**src/rtl/isdn_act_pkg.sv**
```systemverilog
package isdn_act_pkg;

    typedef enum logic [3:0] {
        ST_RESET       = 4'd0,
        ST_PEND_DEACT  = 4'd1,
        ST_DEACT       = 4'd2,
        ST_POWER_UP    = 4'd3,
        ST_PEND_ACT    = 4'd4,
        ST_UNSYNC      = 4'd5,
        ST_ACTIVE      = 4'd6,
        ST_TEST_SINGLE = 4'd7,
        ST_TEST_CONT   = 4'd8,
        ST_LOOP_CLOSED = 4'd9,
        ST_LOOP_ACT    = 4'd10
    } act_state_e;

    localparam logic [3:0] OP_RES = 4'd1;
    localparam logic [3:0] OP_TIM = 4'd2;
    localparam logic [3:0] OP_DI  = 4'd3;
    localparam logic [3:0] OP_AR  = 4'd4;
    localparam logic [3:0] OP_ARL = 4'd5;
    localparam logic [3:0] OP_SSP = 4'd6;
    localparam logic [3:0] OP_SCP = 4'd7;

    localparam logic [1:0] RX_I0 = 2'd0;
    localparam logic [1:0] RX_I2 = 2'd1;
    localparam logic [1:0] RX_I4 = 2'd2;
    localparam logic [1:0] RX_I3 = 2'd3;

    typedef enum logic [2:0] {
        TX_I0     = 3'd0,
        TX_I1     = 3'd1,
        TX_I3     = 3'd2,
        TX_SPULSE = 3'd3,
        TX_CPULSE = 3'd4
    } tx_code_e;

    typedef struct packed {
        logic res;
        logic tim;
        logic di;
        logic ar;
        logic arl;
        logic ssp;
        logic scp;
    } act_cmd_t;

    function automatic tx_code_e tx_for_state(input act_state_e s);
        case (s)
            ST_PEND_ACT:    return TX_I1;
            ST_ACTIVE,
            ST_LOOP_CLOSED,
            ST_LOOP_ACT:    return TX_I3;
            ST_TEST_SINGLE: return TX_SPULSE;
            ST_TEST_CONT:   return TX_CPULSE;
            default:        return TX_I0;
        endcase
    endfunction

endpackage

```
**src/rtl/isdn_act_cmd_dec.sv**
```systemverilog
module isdn_act_cmd_dec
    import isdn_act_pkg::*;
(
    input  logic       cmd_valid,
    input  logic [3:0] cmd_op,
    output act_cmd_t   cmd
);
    always_comb begin
        cmd = '0;
        if (cmd_valid) begin
            case (cmd_op)
                OP_RES:  cmd.res = 1'b1;
                OP_TIM:  cmd.tim = 1'b1;
                OP_DI:   cmd.di  = 1'b1;
                OP_AR:   cmd.ar  = 1'b1;
                OP_ARL:  cmd.arl = 1'b1;
                OP_SSP:  cmd.ssp = 1'b1;
                OP_SCP:  cmd.scp = 1'b1;
                default: cmd = '0;
            endcase
        end
    end
endmodule

```
**src/rtl/isdn_act_shutdown_timer.sv**
```systemverilog
module isdn_act_shutdown_timer #(
    parameter int CLK_PER_US  = 50,
    parameter int SHUTDOWN_US = 500
) (
    input  logic clk,
    input  logic rst,
    input  logic run,
    output logic expired
);
    localparam int TW = (CLK_PER_US > 1) ? $clog2(CLK_PER_US) : 1;
    localparam int UW = $clog2(SHUTDOWN_US + 1);
    localparam logic [TW-1:0] TICK_LAST = TW'(CLK_PER_US - 1);
    localparam logic [UW-1:0] US_LIMIT  = UW'(SHUTDOWN_US);

    logic [TW-1:0] tick_q;
    logic [UW-1:0] us_q;

    always_ff @(posedge clk) begin
        if (rst || !run) begin
            tick_q <= '0;
            us_q   <= '0;
        end else if (us_q != US_LIMIT) begin
            if (tick_q == TICK_LAST) begin
                tick_q <= '0;
                us_q   <= us_q + 1'b1;
            end else begin
                tick_q <= tick_q + 1'b1;
            end
        end
    end

    assign expired = (us_q == US_LIMIT);

    assert_us_bound_R4: assert property (@(posedge clk) disable iff (rst)
        us_q <= US_LIMIT);

    assert_stop_clears_R4: assert property (@(posedge clk) disable iff (rst)
        !run |=> (us_q == '0) && (tick_q == '0));
endmodule

```
**src/rtl/isdn_act_fsm.sv**
```systemverilog
module isdn_act_fsm
    import isdn_act_pkg::*;
(
    input  logic       clk,
    input  logic       rst,
    input  act_cmd_t   cmd,
    input  logic [1:0] rx_ind,
    input  logic       rx_lock,
    output act_state_e state_q
);
    act_state_e state_d;

    always_comb begin
        state_d = state_q;
        if (cmd.res)
            state_d = ST_RESET;
        else if (cmd.arl)
            state_d = ST_LOOP_CLOSED;
        else if (cmd.ssp)
            state_d = ST_TEST_SINGLE;
        else if (cmd.scp)
            state_d = ST_TEST_CONT;
        else if (cmd.di)
            state_d = ST_DEACT;
        else if (cmd.tim && state_q != ST_PEND_DEACT)
            state_d = ST_POWER_UP;
        else begin
            case (state_q)
                ST_DEACT, ST_POWER_UP: begin
                    if (cmd.ar)               state_d = ST_PEND_ACT;
                    else if (rx_ind == RX_I2) state_d = ST_UNSYNC;
                end
                ST_PEND_ACT:
                    if (rx_ind == RX_I2) state_d = ST_UNSYNC;
                ST_UNSYNC: begin
                    if (rx_ind == RX_I0)                 state_d = ST_PEND_DEACT;
                    else if (rx_ind == RX_I4 && rx_lock) state_d = ST_ACTIVE;
                end
                ST_ACTIVE: begin
                    if (rx_ind == RX_I0) state_d = ST_PEND_DEACT;
                    else if (!rx_lock)   state_d = ST_UNSYNC;
                end
                ST_LOOP_CLOSED:
                    if (rx_ind == RX_I3) state_d = ST_LOOP_ACT;
                ST_LOOP_ACT:
                    if (rx_ind != RX_I3) state_d = ST_LOOP_CLOSED;
                default: ;
            endcase
        end
    end

    always_ff @(posedge clk) begin
        if (rst) state_q <= ST_RESET;
        else     state_q <= state_d;
    end

    assert_res_cmd_R1: assert property (@(posedge clk) disable iff (rst)
        cmd.res |=> state_q == ST_RESET);

    assert_pend_deact_hold_R2: assert property (@(posedge clk) disable iff (rst)
        (state_q == ST_PEND_DEACT) && !(cmd.res || cmd.di || cmd.arl || cmd.ssp || cmd.scp)
        |=> state_q == ST_PEND_DEACT);

    assert_active_entry_R8: assert property (@(posedge clk) disable iff (rst)
        (state_q == ST_ACTIVE) && ($past(state_q) != ST_ACTIVE)
        |-> $past(rx_ind == RX_I4 && rx_lock));

    assert_cmd_onehot_R11: assert property (@(posedge clk) disable iff (rst)
        $onehot0(cmd));
endmodule

```
**src/rtl/isdn_act_ctrl.sv**
```systemverilog
module isdn_act_ctrl
    import isdn_act_pkg::*;
#(
    parameter int CLK_PER_US  = 50,
    parameter int SHUTDOWN_US = 500
) (
    input  logic       clk,
    input  logic       rst,
    input  logic       cmd_valid,
    input  logic [3:0] cmd_op,
    input  logic [1:0] rx_ind,
    input  logic       rx_lock,
    input  logic       cfg_clk_keep,
    output logic [2:0] tx_code,
    output logic       clk_en,
    output logic       pwr_down,
    output logic [3:0] state_code
);
    act_cmd_t   cmd;
    act_state_e state;
    logic       timer_run;
    logic       timer_done;

    isdn_act_cmd_dec u_dec (
        .cmd_valid (cmd_valid),
        .cmd_op    (cmd_op),
        .cmd       (cmd)
    );

    isdn_act_fsm u_fsm (
        .clk     (clk),
        .rst     (rst),
        .cmd     (cmd),
        .rx_ind  (rx_ind),
        .rx_lock (rx_lock),
        .state_q (state)
    );

    assign timer_run = (state == ST_DEACT) && (rx_ind == RX_I0) && !cfg_clk_keep;

    isdn_act_shutdown_timer #(
        .CLK_PER_US  (CLK_PER_US),
        .SHUTDOWN_US (SHUTDOWN_US)
    ) u_tmr (
        .clk     (clk),
        .rst     (rst),
        .run     (timer_run),
        .expired (timer_done)
    );

    assign tx_code    = tx_for_state(state);
    assign pwr_down   = (state == ST_DEACT);
    assign clk_en     = !((state == ST_DEACT) && timer_done);
    assign state_code = state;

    assert_clk_off_in_deact_R4: assert property (@(posedge clk) disable iff (rst)
        !clk_en |-> pwr_down);

    assert_di_enters_deact_R3: assert property (@(posedge clk) disable iff (rst)
        cmd_valid && cmd_op == OP_DI |=> pwr_down);

    assert_keep_clocks_R4: assert property (@(posedge clk) disable iff (rst)
        cfg_clk_keep && $past(cfg_clk_keep) |-> clk_en);
endmodule

```
**config.mk**
```make
export PLATFORM = sky130hd
export DESIGN_NAME = isdn_act_ctrl
export DESIGN_NICKNAME = d
export VERILOG_FILES = /design/src/rtl/isdn_act_pkg.sv /design/src/rtl/isdn_act_cmd_dec.sv /design/src/rtl/isdn_act_shutdown_timer.sv /design/src/rtl/isdn_act_fsm.sv /design/src/rtl/isdn_act_ctrl.sv
export SDC_FILE = /design/constraint.sdc
export NUM_CORES = 1
export LEC_CHECK = 0
export BUFFER_PORTS_ARGS = -buffer_cell sky130_fd_sc_hd__buf_2
export CORE_MARGIN = 2
export CORE_UTILIZATION = 55
export CTS_CLUSTER_DIAMETER = 100
export DETAILED_ROUTE_END_ITERATION = 10
export GPL_TIMING_DRIVEN = 1
export PLACE_DENSITY = 0.77
export SETUP_SLACK_MARGIN = 0.05
export SLEW_MARGIN = 20
export SYNTH_ARGS = -nofsm -noshare
export SYNTH_HDL_FRONTEND = slang
export SYNTH_SLANG_ARGS = --single-unit
```
**constraint.sdc**
```tcl
create_clock -name clk -period 2.7 [get_ports clk]
set_clock_uncertainty 0.1 [all_clocks]
set_input_delay 0.405 -clock clk [delete_from_list [all_inputs] [get_ports clk]]
set_output_delay 0.405 -clock clk [all_outputs]
set_load 0.02 [all_outputs]
```
After elaboration in Yosys (flattened, before gate mapping). Cells that the tools add are included. Widths: inputs -> output; s select.

Flip-flop bits (word level): 19. Input bits: 11. Output and inout port bits: 9. Logic and storage cells: 81.

$add $sub $neg: 2. Eq/ne operators: 32. Multiplexer cells: 24. Reductions and logical operators: 19.

Operator list (number): $mux 4 (13); $eq 4x3->1 const B (8); $pmux 4 s6 (1); $ne 7x5->1 const B (3); $eq 4x2->1 const B (4); $eq 4x4->1 const B (3); $ne 6x4->1 const B (2); $pmux 3 s4 (1); $reduce_bool 11->1 (1); $reduce_and 5->1 (2); $reduce_bool 10->1 (1); $add 9x1->9 const B (1); $eq 9x9->1 const B (1); $ne 9x9->1 const B (1); $ne 8x6->1 const B (1); $ne 8x7->1 const B (1); $mux 1 (7); $mux 7 (1); $ne 7x6->1 const B (1); $add 6x1->6 const B (1); $eq 6x6->1 const B (1); $mux 6 (1); $reduce_or 3->1 (2); $logic_and 1x1->1 (5); other kinds (10) (14).

Longest topological paths before layout.
Depth after elaboration: 10. Depth in mapped cells: 8.

Cells and area by module. Synthesis repeated with hierarchy kept, for this count alone.

Cells, all modules: 173. Area total of the unflattened synthesis: 1415.1 um^2.

By module, submodules not included: isdn_act_shutdown_timer (instances 1, cells an instance 85, area an instance 749.5 um^2, seq. area each 300.3 um^2); isdn_act_fsm (instances 1, cells an instance 66, area an instance 509.2 um^2, seq. area each 80.1 um^2); isdn_act_ctrl (instances 1, cells an instance 10, area an instance 96.3 um^2, seq. area each 0.0 um^2); isdn_act_cmd_dec (instances 1, cells an instance 12, area an instance 60.1 um^2, seq. area each 0.0 um^2).

Least setup slack after synthesis. OpenSTA, ideal clock, no wires.

Path kind: reg2reg. Start: register u_fsm.state_q[0]. End: register u_tmr.tick_q[1]. Library setup time: 0.086 ns. Data arrival time: 2.295 ns. Required time: 2.514 ns. Slack: 0.219 ns. Stages on the path, launching flop included: 8. Path buffers: 2. Cells stage by stage: dfxtp_1 > buf_2 > nor2b_1 > nor3b_1 > nand2_1 > or2_0 > clkbuf_1 > a211oi_1.

Word-level cells in the longest chain between the ends: 5.

RTL lines: start: declaration (RTL line isdn_act_fsm.sv:9) `output act_state_e state_q`; start signal: assignment (RTL line isdn_act_fsm.sv:54) `else state_q <= state_d;`; $eq 4x2->1; net pwr_down (RTL line isdn_act_ctrl.sv:16) `output logic pwr_down,`; $logic_and 1x1->1 (2 in a row) (RTL line isdn_act_ctrl.sv:39) `assign timer_run = (state == ST_DEACT) && (rx_ind == RX_I0) && !cfg_clk_keep;`; $logic_not 1->1 (RTL line isdn_act_shutdown_timer.sv:19) `if (rst || !run) begin`; $logic_or 1x1->1 (RTL line isdn_act_shutdown_timer.sv:19); end signal: assignment (RTL line isdn_act_shutdown_timer.sv:27) `tick_q <= tick_q + 1'b1;`; end: declaration (RTL line isdn_act_shutdown_timer.sv:15) `logic [TW-1:0] tick_q;`.

The timed path passes the listed nets, and every way through them passes these cells. A chain may end at the register's enable or synchronous reset.

Final worst setup path.
Start: register u_fsm.state_q[0]. End: register u_fsm.state_q[2].

Word-level cells in the longest chain between the ends: 7.

RTL lines: $eq 4x2->1 (RTL line isdn_act_fsm.sv:28) `case (state_q)`; $reduce_or 2->1 (RTL line isdn_act_fsm.sv:28); $pmux 4 s6 (RTL line isdn_act_fsm.sv:28); $mux 4 (RTL line isdn_act_fsm.sv:25) `else if (cmd.tim && state_q != ST_PEND_DEACT)`; $mux 4 (RTL line isdn_act_fsm.sv:23) `else if (cmd.di)`; $mux 4 (RTL line isdn_act_fsm.sv:21) `else if (cmd.scp)`; $mux 4 (RTL line isdn_act_fsm.sv:19) `else if (cmd.ssp)`.

Parallel ways exist; a longest one is shown, timed or not.

==> results.json <==
{
  "die_area_um2": 2850,
  "synth-seq-cells": 19,
  "drive_above_1_share": 0.176,
  "cts_resized": 0,
  "rsz0062_at_grt": "false",
  "track_usage": 0.269,
  "viasPerCell": 5.94,
  "synth.most_common_cell": "dfxtp_1",
  "whs_path_depth": 2,
  "hold-worst-slack_ns": 0.240,
  "io_pins": 20,
  "start_kind": "flip-flop",
  "port_buffers": 19,
  "htreeDepth": 1,
  "antenna_cells": 0,
  "grt_max_degree": 15,
  "placed_cells": 212,
  "cts_buffer_depth": 2,
  "wl_um": 3190,
  "p_per_area_nw_per_um2": 551,
  "min_path_type": "input port to flip-flop",
  "path_cells": "or4b_4 > o31ai_4 > o311ai_4 > a2bb2oi_1 > a2111oi_2",
  "firstDrtPassIters": 4,
  "initial_core_util": 0.594,
  "tns_ns": 0,
  "syn2layout_area_growth_pct": 10.7,
  "rr_startpoint": "u_fsm.state_q[0]",
  "tightest_slew_ns": 0.646,
  "synth_warnings": 0,
  "r2r-end": "u_fsm.state_q[2]",
  "cts.sinks": 19,
  "grt_pass1_wl_um": 5620,
  "final_area_um2": 1480,
  "slowest_delay_ns": 0.59,
  "ys_types": 50,
  "synth_top_area_frac": 0.284,
  "synthTopCellsByCount": "dfxtp_1, nor2_1, o21ai_0",
  "dpl_cell_area_um2": 1460,
  "drtIter0Drc": 52,
  "timing.slew.headroom": 0.566,
  "clk_pin_slew_worst_paths_ns": 0.10,
  "grt.overflow.total": 0,
  "fill_cells": 211,
  "synth_edf_count": 0,
  "grt_pass1_vias": 1220,
  "max_freq_mhz": 422,
  "die_h_um": 53.4,
  "synth_flop_cell": "dfxtp_1",
  "whs_endpoint": "u_fsm.state_q[2]",
  "worstPathMaxFanout": 11,
  "slew_violations": 0,
  "cts-root-buf": "clkbuf_4",
  "yosysSeqAreaShare": 0.284,
  "yosysTopAreaCell": "dfxtp_1",
  "grt_antenna_before_repair": 0,
  "dieWidth_um": 53.4,
  "dp_hpwl_um": 2360,
  "crit_required_ns": 2.81,
  "cts_tree": "yes",
  "syn-num-nets": 184,
  "nets": 204,
  "cts_buffers": 3,
  "drt.antenna.violating_nets": 0,
  "r2r_setup_slack_ns": 0.33,
  "ctsHoldBuffers": 0,
  "gp_congestion": 0.926,
  "cts_setup_buffers": 0,
  "drv_cap": 0,
  "crit_path_top_delay_cell": "dfxtp_1",
  "via_count": 1283,
  "core_um2": 2250,
  "rows": 17,
  "clkLatencyLatePin_ns": 0.30,
  "outcome": "finished, final reports clean",
  "async_flop_share": 0,
  "fin_crit_sh": 0.877,
  "min_from": "rst",
  "avgRoutedWirePerCell_um": 14.7,
  "stdcell_count": 216,
  "arrival_ns": 2.47,
  "syn_area_per_cell_um2": 7.93,
  "ir_drop_v": 0.000341,
  "synthCells": 169,
  "p_leak_nw": 0.557,
  "criticalPathCategory": "flip-flop to flip-flop",
  "fin_crit_ns": 2.37,
  "endpoint_kind": "flip-flop",
  "synth_area_um2": 1340,
  "rr_worst_depth": 5,
  "synthTopCellsByArea": "dfxtp_1, o21ai_0, nor2_1, a21oi_1, xnor2_1",
  "setup_viol": 0,
  "finalHoldViolations": 0,
  "drc": 0
}
==> where the power goes <==
group | total (mW) | switching (mW) | internal [mW]
sequential | 0.346 | 0.0495 | 0.297
clock | 0.145 | 0.0872 | 0.0576
combinational | 0.326 | 0.197 | 0.130
==> metrics by stage <==
stage,worst slack (ns),util,total power [mW]
after floorplan,0.219,-,0.586
after global placement,0.498,0.647,0.659
after detailed placement,0.395,0.647,0.669
after CTS,0.361,0.658,0.811
after global routing,0.232,0.658,0.869
final,0.332,0.658,0.817
==> layout make-up <==
cell class	instances	area (um2)	area share
Sequential cell	19	380	0.256
Inverter	8	30.0	0.0202
Clock buffer	4	26.3	0.0177
Multi-Input combinational cell	135	895	0.603
Tap cell	28	35.0	0.0236
Timing Repair Buffer	22	118	0.0793
==> cell families after synthesis <==
family,after synthesis,synth area share
AOI/OAI and AO/OA,44,0.236
xor gates and xnor gates,11,0.0719
adders and majority gates,4,0.0373
buffers and inverters,15,0.0485
DFF,19,0.284
muxes,1,0.00747
and+or+nand+nor,75,0.315
==> how the worst max path moves through the flow <==
stage,startpoint,end,depth (start not counted)
final,u_fsm.state_q[0],u_fsm.state_q[2],5
after global routing,u_fsm.state_q[1],clk_en,4
after CTS,u_fsm.state_q[0],u_fsm.state_q[2],5
after detailed placement,u_fsm.state_q[0],u_fsm.state_q[2],5
after global placement,u_fsm.state_q[0],u_fsm.state_q[2],5
after floorplan,u_fsm.state_q[0],u_tmr.tick_q[1],7
==> layer usage <==
metal | global-route usage | up-vias | wire, um
met5 | 0 | - | 0
met4 | 0.0513 | 0 | 23
met3 | 0.0678 | 4 | 231
met2 | 0.434 | 38 | 1480
met1 | 0.361 | 600 | 1450
li1 | - | 641 | -
==> sequential cells by signal, summed over array words and instances (netlist names) <==
| register | cells |
|---|---|
| u_fsm.state_q | 4 |
| u_tmr.tick_q | 6 |
| u_tmr.us_q | 9 |
==> critical path, delay by kind of cell (launching register included) <==
kind	cells	cell delay, ns
AO/OA/AOI/OAI	4	1.03
flip-flops	1	0.59
AND/OR/NAND/NOR	1	0.55
==> placed cells by master, fill, tap and decap left out, types with 3 or more instances in the layout <==
cell type / count
a21oi_1: 12
and3_1: 3
buf_2: 19
buf_4: 3
clkbuf_4: 3
dfxtp_1: 19
ha_1: 4
inv_1: 8
nand2_1: 13
nand2b_1: 5
nand3_1: 3
nand4_1: 5
nor2_1: 18
nor2b_1: 3
nor3_1: 5
nor3b_1: 3
o21ai_0: 14
or3_1: 4
xnor2_1: 6
xor2_1: 5
Power figures use the tool's default switching activity.
